==> src/rtl/dra_pkg.sv <==
// Shared constants and types for the decimal ring-counter accumulator.
// Assumes decimal digits, so a ring has ten stages and read-out is 4-bit BCD.
package dra_pkg;
    localparam int RING_LEN = 10;
    localparam int DIG_W    = 4;
    localparam int TICK_W   = $clog2(RING_LEN + 1);
    typedef enum logic [1:0] {
        PH_IDLE  = 2'd0,
        PH_COUNT = 2'd1,
        PH_CARRY = 2'd2
    } phase_e;
endpackage

==> src/rtl/dra_ring_digit.sv <==
// One decimal digit stored as a one-hot circular register.
// Each step moves the set stage up by one, and stage RING_LEN-1 wraps to stage 0.
// Assumes clr_i and step_i come from the sequencer and carry chain; clear wins.
module dra_ring_digit
    import dra_pkg::*;
(
    input  logic                clk,
    input  logic                rst_n,
    input  logic                clr_i,
    input  logic                step_i,
    output logic [DIG_W-1:0]    value_o,
    output logic                at_top_o,
    output logic                bad_o
);
    logic [RING_LEN-1:0] stage_q;

    // Ring register: forced to stage 0 on reset or clear, rotates on a step.
    always_ff @(posedge clk) begin
        if (!rst_n || clr_i) begin
            stage_q <= {{(RING_LEN-1){1'b0}}, 1'b1};
        end else if (step_i) begin
            stage_q <= {stage_q[RING_LEN-2:0], stage_q[RING_LEN-1]};
        end
    end

    // Encode the set stage into its BCD index.
    always_comb begin
        value_o = '0;
        for (int s = 0; s < RING_LEN; s++) begin
            if (stage_q[s]) value_o = value_o | DIG_W'(s);
        end
    end

    // Flag the top stage and any state that is not exactly one-hot.
    assign at_top_o = stage_q[RING_LEN-1];
    assign bad_o    = ($countones(stage_q) != 1);


    ring_onehot_chk: assert property (@(posedge clk) disable iff (!rst_n)
        $countones(stage_q) == 1);


    ring_step_chk: assert property (@(posedge clk) disable iff (!rst_n)
        (step_i && !clr_i && !at_top_o) |=> (value_o == DIG_W'($past(value_o) + 1'b1)));


    ring_wrap_chk: assert property (@(posedge clk) disable iff (!rst_n)
        (step_i && !clr_i && at_top_o) |=> (value_o == '0));


    ring_clear_chk: assert property (@(posedge clk) disable iff (!rst_n)
        clr_i |=> (value_o == '0));
endmodule

==> src/rtl/dra_pulse_gen.sv <==
// Converts a latched operand into per-digit pulse quotas and issues the pulses.
// A positive digit d needs d pulses. A negative operand needs 9-d pulses,
// with one more on digit 0. In tick t a digit pulses while t is below its quota.
// Assumes operand digits are valid BCD (0..9).
module dra_pulse_gen
    import dra_pkg::*;
#(
    parameter int NDIG = 10
) (
    input  logic                    clk,
    input  logic                    rst_n,
    input  logic                    load_i,
    input  logic [DIG_W*NDIG-1:0]   op_bcd_i,
    input  logic                    op_neg_i,
    input  logic                    counting_i,
    input  logic [TICK_W-1:0]       tick_i,
    output logic [NDIG-1:0]         step_o
);
    localparam logic [TICK_W-1:0] TOP_VAL = TICK_W'(RING_LEN - 1);

    for (genvar g = 0; g < NDIG; g++) begin : g_dig
        localparam logic [TICK_W-1:0] EXTRA = (g == 0) ? TICK_W'(1) : TICK_W'(0);
        logic [TICK_W-1:0] quota_q;
        logic [TICK_W-1:0] mag;

        assign mag = TICK_W'(op_bcd_i[DIG_W*g +: DIG_W]);

        // Quota register: loaded when an operation is accepted.
        always_ff @(posedge clk) begin
            if (!rst_n) begin
                quota_q <= '0;
            end else if (load_i) begin
                quota_q <= op_neg_i ? (TOP_VAL - mag + EXTRA) : mag;
            end
        end

        // Pulse request for this digit in the current tick.
        assign step_o[g] = counting_i && (tick_i < quota_q);


        quota_bound_chk: assert property (@(posedge clk) disable iff (!rst_n)
            step_o[g] |-> (tick_i < TICK_W'(RING_LEN)));
    end
endmodule

==> src/rtl/dra_carry_chain.sv <==
// Latches wrap carries during counting, then ripples them one position per cycle.
// A carry into a digit at its top stage re-latches a carry at that digit.
// A carry leaving the top digit is reported on msd_out_o.
// Assumes NDIG >= 2, and that counting and carry phases never overlap.
module dra_carry_chain
    import dra_pkg::*;
#(
    parameter int NDIG = 10
) (
    input  logic                clk,
    input  logic                rst_n,
    input  logic                flush_i,
    input  logic                carry_phase_i,
    input  logic [NDIG-1:0]     count_step_i,
    input  logic [NDIG-1:0]     at_top_i,
    output logic [NDIG-1:0]     carry_step_o,
    output logic                msd_out_o,
    output logic                pending_o
);
    logic [NDIG-1:0] latch_q;

    // Each latched carry feeds the next higher digit during the carry phase.
    always_comb begin
        carry_step_o = '0;
        msd_out_o    = 1'b0;
        if (carry_phase_i) begin
            carry_step_o = {latch_q[NDIG-2:0], 1'b0};
            msd_out_o    = latch_q[NDIG-1];
        end
    end

    // Carry latches: collect wraps while counting, then replace them with new wraps while rippling.
    always_ff @(posedge clk) begin
        if (!rst_n || flush_i) begin
            latch_q <= '0;
        end else if (carry_phase_i) begin
            latch_q <= carry_step_o & at_top_i;
        end else begin
            latch_q <= latch_q | (count_step_i & at_top_i);
        end
    end

    assign pending_o = |latch_q;


    ripple_shrink_chk: assert property (@(posedge clk) disable iff (!rst_n)
        (carry_phase_i && !flush_i) |=> ($countones(latch_q) <= $past($countones(latch_q))));


    ripple_quiet_chk: assert property (@(posedge clk) disable iff (!rst_n)
        (carry_phase_i && !pending_o) |=> !pending_o);
endmodule

==> src/rtl/dra_seq.sv <==
// Phase sequencer: idle, ten counting ticks, then carry ripple until nothing is pending.
// It also owns the sign position, the sticky overflow flag and the done pulse.
// Assumes start/clear are sampled only in idle, and that a clear beats a start.
module dra_seq
    import dra_pkg::*;
(
    input  logic                clk,
    input  logic                rst_n,
    input  logic                start_i,
    input  logic                clr_i,
    input  logic                op_neg_i,
    input  logic                pending_i,
    input  logic                msd_out_i,
    output logic                clr_acc_o,
    output logic                load_o,
    output logic                counting_o,
    output logic                carry_phase_o,
    output logic [TICK_W-1:0]   tick_o,
    output logic                busy_o,
    output logic                done_o,
    output logic                sign_o,
    output logic                ovf_o
);
    phase_e phase_q;
    logic   neg_q;
    logic   sign_start_q;
    logic   msd_seen_q;
    logic   idle;
    logic   finish;

    assign idle          = (phase_q == PH_IDLE);
    assign clr_acc_o     = idle && clr_i;
    assign load_o        = idle && start_i && !clr_i;
    assign counting_o    = (phase_q == PH_COUNT);
    assign carry_phase_o = (phase_q == PH_CARRY);
    assign finish        = carry_phase_o && !pending_i;
    assign busy_o        = !idle;

    // Phase and tick counter.
    always_ff @(posedge clk) begin
        if (!rst_n) begin
            phase_q <= PH_IDLE;
            tick_o  <= '0;
        end else begin
            case (phase_q)
                PH_IDLE: begin
                    if (load_o) begin
                        phase_q <= PH_COUNT;
                        tick_o  <= '0;
                    end
                end
                PH_COUNT: begin
                    tick_o <= tick_o + 1'b1;
                    if (tick_o == TICK_W'(RING_LEN - 1)) phase_q <= PH_CARRY;
                end
                PH_CARRY: begin
                    if (!pending_i) phase_q <= PH_IDLE;
                end
                default: phase_q <= PH_IDLE;
            endcase
        end
    end

    // One-cycle done pulse once the carry chain is empty.
    always_ff @(posedge clk) begin
        if (!rst_n) done_o <= 1'b0;
        else        done_o <= finish;
    end

    // Per-operation context: operand sign, starting sign, top-digit carry seen.
    always_ff @(posedge clk) begin
        if (!rst_n) begin
            neg_q        <= 1'b0;
            sign_start_q <= 1'b0;
            msd_seen_q   <= 1'b0;
        end else if (load_o) begin
            neg_q        <= op_neg_i;
            sign_start_q <= sign_o;
            msd_seen_q   <= 1'b0;
        end else if (msd_out_i) begin
            msd_seen_q   <= 1'b1;
        end
    end

    // Sign position: toggled by a negative operand and by a carry out of the top digit.
    always_ff @(posedge clk) begin
        if (!rst_n || clr_acc_o) begin
            sign_o <= 1'b0;
        end else if ((counting_o && tick_o == '0 && neg_q) || msd_out_i) begin
            sign_o <= !sign_o;
        end
    end

    // Sticky overflow: operands of equal sign whose top carry disagrees with that sign.
    always_ff @(posedge clk) begin
        if (!rst_n || clr_acc_o) begin
            ovf_o <= 1'b0;
        end else if (finish && (sign_start_q == neg_q) && (msd_seen_q != neg_q)) begin
            ovf_o <= 1'b1;
        end
    end


    done_pulse_chk: assert property (@(posedge clk) disable iff (!rst_n)
        done_o |=> !done_o);


    done_idle_chk: assert property (@(posedge clk) disable iff (!rst_n)
        done_o |-> !busy_o);


    ovf_sticky_chk: assert property (@(posedge clk) disable iff (!rst_n)
        (ovf_o && !clr_i) |=> ovf_o);


    busy_hold_chk: assert property (@(posedge clk) disable iff (!rst_n)
        (busy_o && !finish) |=> busy_o);


    clear_wins_chk: assert property (@(posedge clk) disable iff (!rst_n)
        (idle && clr_i) |=> (!busy_o && !sign_o && !ovf_o));
endmodule

==> src/rtl/dec_ring_acc.sv <==
// Top level of the ten-digit signed decimal ring-counter accumulator.
// Wires the digit rings to the pulse generator, the carry chain and the sequencer.
// Read-out is BCD digits in ten's-complement form plus a sign position.
// Assumes operand digits are valid BCD.
module dec_ring_acc
    import dra_pkg::*;
#(
    parameter int NDIG = 10
) (
    input  logic                    clk,
    input  logic                    rst_n,
    input  logic                    start_i,
    input  logic                    clr_i,
    input  logic                    op_neg_i,
    input  logic [DIG_W*NDIG-1:0]   op_bcd_i,
    output logic                    busy_o,
    output logic                    done_o,
    output logic [DIG_W*NDIG-1:0]   sum_bcd_o,
    output logic                    sign_o,
    output logic                    ovf_o,
    output logic                    err_o
);
    logic                clr_acc;
    logic                load;
    logic                counting;
    logic                carry_phase;
    logic [TICK_W-1:0]   tick;
    logic [NDIG-1:0]     count_step;
    logic [NDIG-1:0]     carry_step;
    logic [NDIG-1:0]     at_top;
    logic [NDIG-1:0]     bad;
    logic                msd_out;
    logic                pending;

    dra_seq u_seq (
        .clk           (clk),
        .rst_n         (rst_n),
        .start_i       (start_i),
        .clr_i         (clr_i),
        .op_neg_i      (op_neg_i),
        .pending_i     (pending),
        .msd_out_i     (msd_out),
        .clr_acc_o     (clr_acc),
        .load_o        (load),
        .counting_o    (counting),
        .carry_phase_o (carry_phase),
        .tick_o        (tick),
        .busy_o        (busy_o),
        .done_o        (done_o),
        .sign_o        (sign_o),
        .ovf_o         (ovf_o)
    );

    dra_pulse_gen #(.NDIG(NDIG)) u_pulse (
        .clk        (clk),
        .rst_n      (rst_n),
        .load_i     (load),
        .op_bcd_i   (op_bcd_i),
        .op_neg_i   (op_neg_i),
        .counting_i (counting),
        .tick_i     (tick),
        .step_o     (count_step)
    );

    dra_carry_chain #(.NDIG(NDIG)) u_carry (
        .clk           (clk),
        .rst_n         (rst_n),
        .flush_i       (clr_acc | load),
        .carry_phase_i (carry_phase),
        .count_step_i  (count_step),
        .at_top_i      (at_top),
        .carry_step_o  (carry_step),
        .msd_out_o     (msd_out),
        .pending_o     (pending)
    );

    for (genvar g = 0; g < NDIG; g++) begin : g_ring
        dra_ring_digit u_ring (
            .clk      (clk),
            .rst_n    (rst_n),
            .clr_i    (clr_acc),
            .step_i   (count_step[g] | carry_step[g]),
            .value_o  (sum_bcd_o[DIG_W*g +: DIG_W]),
            .at_top_o (at_top[g]),
            .bad_o    (bad[g])
        );
    end

    // Error flag: any digit register out of its one-hot form.
    assign err_o = |bad;


    no_bad_ring_chk: assert property (@(posedge clk) disable iff (!rst_n)
        !err_o);


    idle_hold_chk: assert property (@(posedge clk) disable iff (!rst_n)
        (!busy_o && !start_i && !clr_i) |=> ($stable(sum_bcd_o) && $stable(sign_o)));
endmodule

==> config.mk <==
export PLATFORM = sky130hd
export DESIGN_NAME = dec_ring_acc
export DESIGN_NICKNAME = d
export VERILOG_FILES = /design/src/rtl/dra_pkg.sv /design/src/rtl/dra_ring_digit.sv /design/src/rtl/dra_pulse_gen.sv /design/src/rtl/dra_carry_chain.sv /design/src/rtl/dra_seq.sv /design/src/rtl/dec_ring_acc.sv
export SDC_FILE = /design/constraint.sdc
export NUM_CORES = 1
export LEC_CHECK = 0
export ABC_AREA = 1
export CORE_MARGIN = 3
export CORE_UTILIZATION = 40
export DETAILED_ROUTE_END_ITERATION = 12
export GPL_TIMING_DRIVEN = 0
export SYNTH_ARGS = -nofsm -noshare
export SYNTH_HDL_FRONTEND = slang
export SYNTH_SLANG_ARGS = --single-unit
==> constraint.sdc <==
create_clock -name clk -period 4.25 [get_ports clk]
set_input_delay 0.85 -clock clk [delete_from_list [all_inputs] [get_ports clk]]
set_output_delay 0.85 -clock clk [all_outputs]
set_load 0.01 [all_outputs]
After elaboration in Yosys (flattened, before gate mapping)
Index checks and enable logic that the tools add are counted.
{"block": "word_totals", "word_cells": 317, "regBits": 162, "output_inout_bits": 45, "in_bits": 45}
{"block": "op_classes", "add_sub_neg": 102, "n_reduce_logical": 34, "bitwise": 15, "muxes": 109, "order_cmp": 10, "n_eq_ne": 18}
{"op": "$add 32x32->32", "n": 40}
{"op": "$ne 32x2->1 const B", "n": 10}
{"op": "$mux 4", "n": 31}
{"op": "$mux 3", "n": 40}
{"op": "$add 1x1->2", "n": 50}
{"op": "$mux 2", "n": 23}
{"op": "$lt 4x4->1", "n": 10}
{"op": "$sub 4x4->4 const A", "n": 10}
{"op": "$and 10x10->10", "n": 2}
{"op": "$mux 10", "n": 2}
{"op": "$reduce_or 10->1", "n": 2}
{"op": "$logic_and 1x1->1", "n": 18}
{"op": "$mux 1", "n": 11}
{"op": "$or 1x1->1", "n": 11}
{"op": "$or 10x10->10", "n": 1}
{"op": "$add 4x1->4 const B", "n": 2}
{"op": "$pmux 4 s2", "n": 1}
{"op": "$ne 2x2->1 const B", "n": 3}
{"op": "$pmux 2 s3", "n": 1}
{"op": "$logic_not 1->1", "n": 5}
{"op": "$eq 4x4->1 const B", "n": 1}
{"op": "$logic_not 4->1", "n": 1}
{"op": "$logic_or 1x1->1", "n": 3}
{"op": "$reduce_and 3->1", "n": 1}
{"op": "9 further kinds", "n": 9}

Longest topological paths before layout
{"block": "logic_depth", "ltp_word": 9, "ltp_mapped": 18, "mapped_depth_nobuf": 18}

Cells and area by module
A second synthesis with hierarchy kept.
{"block": "hier_totals", "cells_unflattened": 1600, "hier_area_um2": 11454.7}
{"module": "dra_ring_digit", "instances": 10, "cells_per_inst": 98, "area_each_um2": 725.7}
{"module": "dra_pulse_gen", "instances": 1, "cells_per_inst": 417, "area_each_um2": 2812.7}
{"module": "dra_carry_chain", "instances": 1, "cells_per_inst": 103, "area_each_um2": 681.9}
{"module": "dra_seq", "instances": 1, "cells_per_inst": 80, "area_each_um2": 595.6}
{"module": "dec_ring_acc", "instances": 1, "cells_per_inst": 20, "area_each_um2": 107.6}

Worst setup path before layout
No wires, ideal clock.
{"block": "synth_path", "path_kind": "register to output", "start": "reg g_ring[8].u_ring.stage_q[3]", "end": "out err_o", "arrival_ps": 3051, "slack_ps": 349, "n_path_buf": 0, "stages_incl_launch_ff": 13, "path_cell_list": "dfxtp_1 -> inv_1 -> ha_1 -> inv_1 -> fa_1 -> fa_1 -> fa_1 -> inv_1 -> fa_1 -> nor4_1 -> nand3_1 -> nor2_1 -> nand2_1"}
{"block": "synth_between", "elab_chain_cells": 6}
{"item": "start: declaration", "line_no": "dra_ring_digit.sv:15", "rtl": "logic [RING_LEN-1:0] stage_q;"}
{"item": "start signal: assignment", "line_no": "dra_ring_digit.sv:20", "rtl": "stage_q <= {{(RING_LEN-1){1'b0}}, 1'b1};"}
{"item": "start signal: assignment", "line_no": "dra_ring_digit.sv:22", "rtl": "stage_q <= {stage_q[RING_LEN-2:0], stage_q[RING_LEN-1]};"}
{"item": "$add 1x1->2 (implied by the code)", "line_no": "dra_ring_digit.sv:36", "rtl": "assign bad_o = ($countones(stage_q) != 1);"}
{"item": "$add 32x32->32 (implied by the code) (3 in a row)", "line_no": "dra_ring_digit.sv:36"}
{"item": "$ne 32x2->1", "line_no": "dra_ring_digit.sv:36"}
{"item": "$reduce_or 10->1", "line_no": "dec_ring_acc.sv:90", "rtl": "assign err_o = |bad;"}
{"item": "end: declaration", "line_no": "dec_ring_acc.sv:21", "rtl": "output logic err_o"}
No other way between the ends.

Final worst setup path
{"block": "layout_path", "start": "reg g_ring[3].u_ring.stage_q[8]", "end": "out err_o"}
{"block": "layout_between", "elab_chain_cells": 4}
{"item": "start: declaration", "line_no": "dra_ring_digit.sv:15"}
{"item": "start signal: assignment", "line_no": "dra_ring_digit.sv:20"}
{"item": "start signal: assignment", "line_no": "dra_ring_digit.sv:22"}
{"item": "$add 1x1->2 (implied by the code)", "line_no": "dra_ring_digit.sv:36"}
{"item": "$add 32x32->32 (implied by the code)", "line_no": "dra_ring_digit.sv:36"}
{"item": "$ne 32x2->1", "line_no": "dra_ring_digit.sv:36"}
{"item": "$reduce_or 10->1", "line_no": "dec_ring_acc.sv:90"}
No other way between the ends.

==> impl_metrics.toml <==
[yosys]
dominantRegCellSynth = "dfxtp_1"
mappedNetlistNets = 1755
share_of_flip_flops_with_an_asynchronous_set_or_reset_after_synthesis = 0
number_of_flops_mapped_to_enable_cells_by_yosys = 0
synth-warning-count = 0
syn_avg_cell_area_um2 = 7.474
syn_area_um2 = 11260
ys_types = 35
synth_sequential_area_ratio = 0.2879
syn-instance-count = 1507
yosys_register_bits = 162

[cells_and_area]
number_of_antenna_diodes = 0
post-route-util = 0.4908
drive_gt1_frac = 0.1016
layout.nets = 1879
layout.cells.non_filler = 2016
number_of_filler_instances_in_the_final_layout = 2762
area_delta_synth_final_pct = 19.08

[place]
dpl_worst_slack_ns = -0.4364
globalplace.congestion = 0.8484
post-dp-hpwl_um = 21360
numPlacedInstances = 1967
place.port_buffers = 88

[critical_path]
required_time_at_the_endpoint_of_the_critical_path_ns = 3.40
cp_data_arrival_time_ns = 3.70
critPathCaptureType = "output pin"
worstPathMaxFanout = 3
worstSetupStartpointType = "flop"
path_class = "reg -> out"

[route]
drt_pre_antenna_iters = 5
initialDrtViolationCount = 570
route.detailed.drc = 0
postRouteWirelength_um = 27920
drt.antenna.violating_nets = 0
vias_per_cell = 4.795
wire_per_inst_um = 13.85
vias = 9666

[job]
max-cap-violations = 0

[die]
dieHeight_um = 173.8
core_area_um2 = 27330
floorplan.rows = 60
width_of_the_die_um = 173.8
io_pins = 90
initial_standard_cell_utilization_of_the_core = 0.4122
fp.dieArea_um2 = 30210

[clock_network]
cts_num_sinks = 162
total_cts_buffers = 17
clock_latency_reported_for_the_late_side_of_the_worst_skew_pair_ns = 0.43
postCtsHoldBufs = 0
htree_num_levels = 4
cts_tree = "done"
buffer_cell_driving_the_clock_tree_root = "clkbuf_16"
clk_transition_reported_paths_ns = 0.07
ctsLongestPathBuffers = 2

[power]
leakage_dissipation_nw = 6.145
max_vdd_drop_uv = 248.9
p_per_area_nw_per_um2 = 266.8

[grt]
grtUsageTotal = 0.1892
pin_count_of_the_biggest_net_entering_global_routing = 17
wire_length_of_the_first_global_routing_pass_um = 46940
grt_overflow = 0
first_global_vias = 9455
antenna_found_initial = 0

[run_status]
violations_in_the_final_reports = "negative setup slack"
status = "complete, but fails checks"

[timing]
slew_viol_final = 0
layout_worst_path_cycle_share = 1.071
fmax_ghz = 0.2196
finalWorstSetupSlack_ns = -0.3034
finalHoldViolations = 0
finalClockSkew_ns = 0.01353
rsz_0062_raised_after_global_routing = "true"
timing.final.setup_violations = 1
period_needed_ns = 4.553
max_slew.worst_pin.slew_ns = 0.8662
timing.max_slew.rel_slack = 0.4226
whs_ns = 0.4565

[worst_hold_path]
hold_path.class = "reg -> reg"
## per-stage QoR
stage / instance area (um^2) / total power, mW / setup TNS, ns
4_1_cts: 13340 / 3.624 / -0.3557
3_3_place_gp: 12610 / 2.131 / -0.3941
3_5_place_dp: 12610 / 2.140 / -0.4364
2_1_floorplan: 11260 / 1.943 / 0
6_report: 13410 / 3.579 / -0.3034
5_1_grt: 13410 / 3.768 / -0.4708
## area by class of cell
cell class | count | area (um^2) | share of cell area
Multi-Input combinational cell | 955 | 6553 | 0.4885
Sequential cell | 162 | 3307 | 0.2465
Inverter | 339 | 1275 | 0.09506
Timing Repair Buffer | 105 | 1003 | 0.07481
Tap cell | 372 | 465.4 | 0.03470
Clock buffer | 19 | 432.9 | 0.03228
Buffer | 51 | 257.7 | 0.01922
Clock inverter | 13 | 118.9 | 0.008862
## logic make-up (layout without fill, tap and decap cells)
kind of cell,after synthesis,in the layout,synth area share
adders and majority gates,203,203,0.2655
xor gates and xnor gates,20,20,0.01555
buffers and inverters,390,527,0.1359
DFF,162,162,0.2879
AOI/OAI and AO/OA,193,193,0.09087
and+or+nand+nor,539,539,0.2043
## registers in the layout (all words and copies together), names as in the netlist
signal / flops
g_ring.u_ring.stage_q: 100
u_carry.latch_q: 10
u_pulse.g_dig.quota_q: 40
u_seq.done_o: 1
u_seq.msd_seen_q: 1
u_seq.neg_q: 1
u_seq.ovf_o: 1
u_seq.phase_q: 2
u_seq.sign_o: 1
u_seq.sign_start_q: 1
u_seq.tick_o: 4
## layer usage
layer,global-route usage,share of wire,up-vias
met2,0.3128,0.47,187
met5,0,0,-
met4,0.03854,0.010,0
li1,-,-,4922
met3,0.03088,0.036,21
met1,0.2620,0.49,4536
## report_power, final
part	leakage [nW]	total (mW)	switching [mW]	internal [mW]
registers	1.34	1.58	0.0279	1.55
logic	4.55	0.523	0.314	0.209
clock network	0.258	1.47	0.702	0.771
total	6.15	3.58	1.04	2.53
## cells in the mapped netlist, types with 11 or more instances
cell type,instances,share of area
fa_1,60,0.11
xor2_1,11,0.0086
o21ai_1,20,0.0089
a211oi_1,12,0.0080
nor3_1,15,0.0067
nand2_1,286,0.095
inv_1,331,0.11
nand3_1,137,0.061
clkbuf_1,16,0.0053
ha_1,143,0.16
buf_2,23,0.010
dfxtp_1,162,0.29
nor2_1,80,0.027
a21oi_1,122,0.054
o21ai_0,24,0.011
## cells in the final DEF (no fill, tap or decap), drive strengths merged
| cell | synthesis | layout |
|---|---|---|
| ha | 143 | 143 |
| buf | 34 | 52 |
| clkinv | 0 | 2 |
| clkdlybuf4s50 | 0 | 87 |
| nor2 | 82 | 82 |
| a31oi | 9 | 9 |
| inv | 339 | 346 |
| nor3 | 15 | 15 |
| nand2 | 298 | 298 |
| dfxtp | 162 | 162 |
| o21bai | 1 | 1 |
| a21oi | 123 | 123 |
| a21o | 1 | 1 |
| clkbuf | 17 | 36 |
| xnor2 | 9 | 9 |
| clkinvlp | 0 | 4 |
| fa | 60 | 60 |
| nor4 | 2 | 2 |
| o21ai | 44 | 44 |
| nand3 | 138 | 138 |
| a211oi | 12 | 12 |
| xor2 | 11 | 11 |
| nand3b | 1 | 1 |
| o21a | 1 | 1 |
| o211ai | 2 | 2 |
| nand4 | 3 | 3 |
## critical path: stages, from the launching register on
cell     delay [ns]
dfxtp_4        0.36
inv_1          0.06
ha_4           0.25
inv_2          0.03
fa_1           0.57
fa_1           0.44
inv_2          0.07
fa_2           0.20
inv_2          0.04
fa_1           0.47
nand2_1        0.07
nor2_2         0.14
nand4_1        0.09
nor2_1         0.11
nand2_1        0.06
nor2_1         0.08
nand2_1        0.08
buf_2          0.15
## timing repair
item / in CTS / in global routing
setup endpoints to repair: 1 / 1
resized for setup: 51 / 23
endpoints found under the hold margin: 0 / 0
buffers inserted: 13 / 4
pin swaps: 18 / 14
## path summary, 6_finish.rpt
kind	cells after the start	end	slack, ns	from
max	17	err_o	-0.30	g_ring[3].u_ring.stage_q[8]$_SDFFE_PP0P_
min	2	u_pulse.g_dig[0].quota_q[0]$_SDFFE_PN0P_	0.46	u_pulse.g_dig[0].quota_q[0]$_SDFFE_PN0P_
max reg2reg	6	g_ring[0].u_ring.stage_q[0]$_SDFFE_PP1P_	2.17	u_seq.tick_o[3]$_SDFFE_PN0P_
min reg2reg	2	u_pulse.g_dig[0].quota_q[0]$_SDFFE_PN0P_	0.46	u_pulse.g_dig[0].quota_q[0]$_SDFFE_PN0P_
Note: power is estimated with default switching activity, not from simulation.
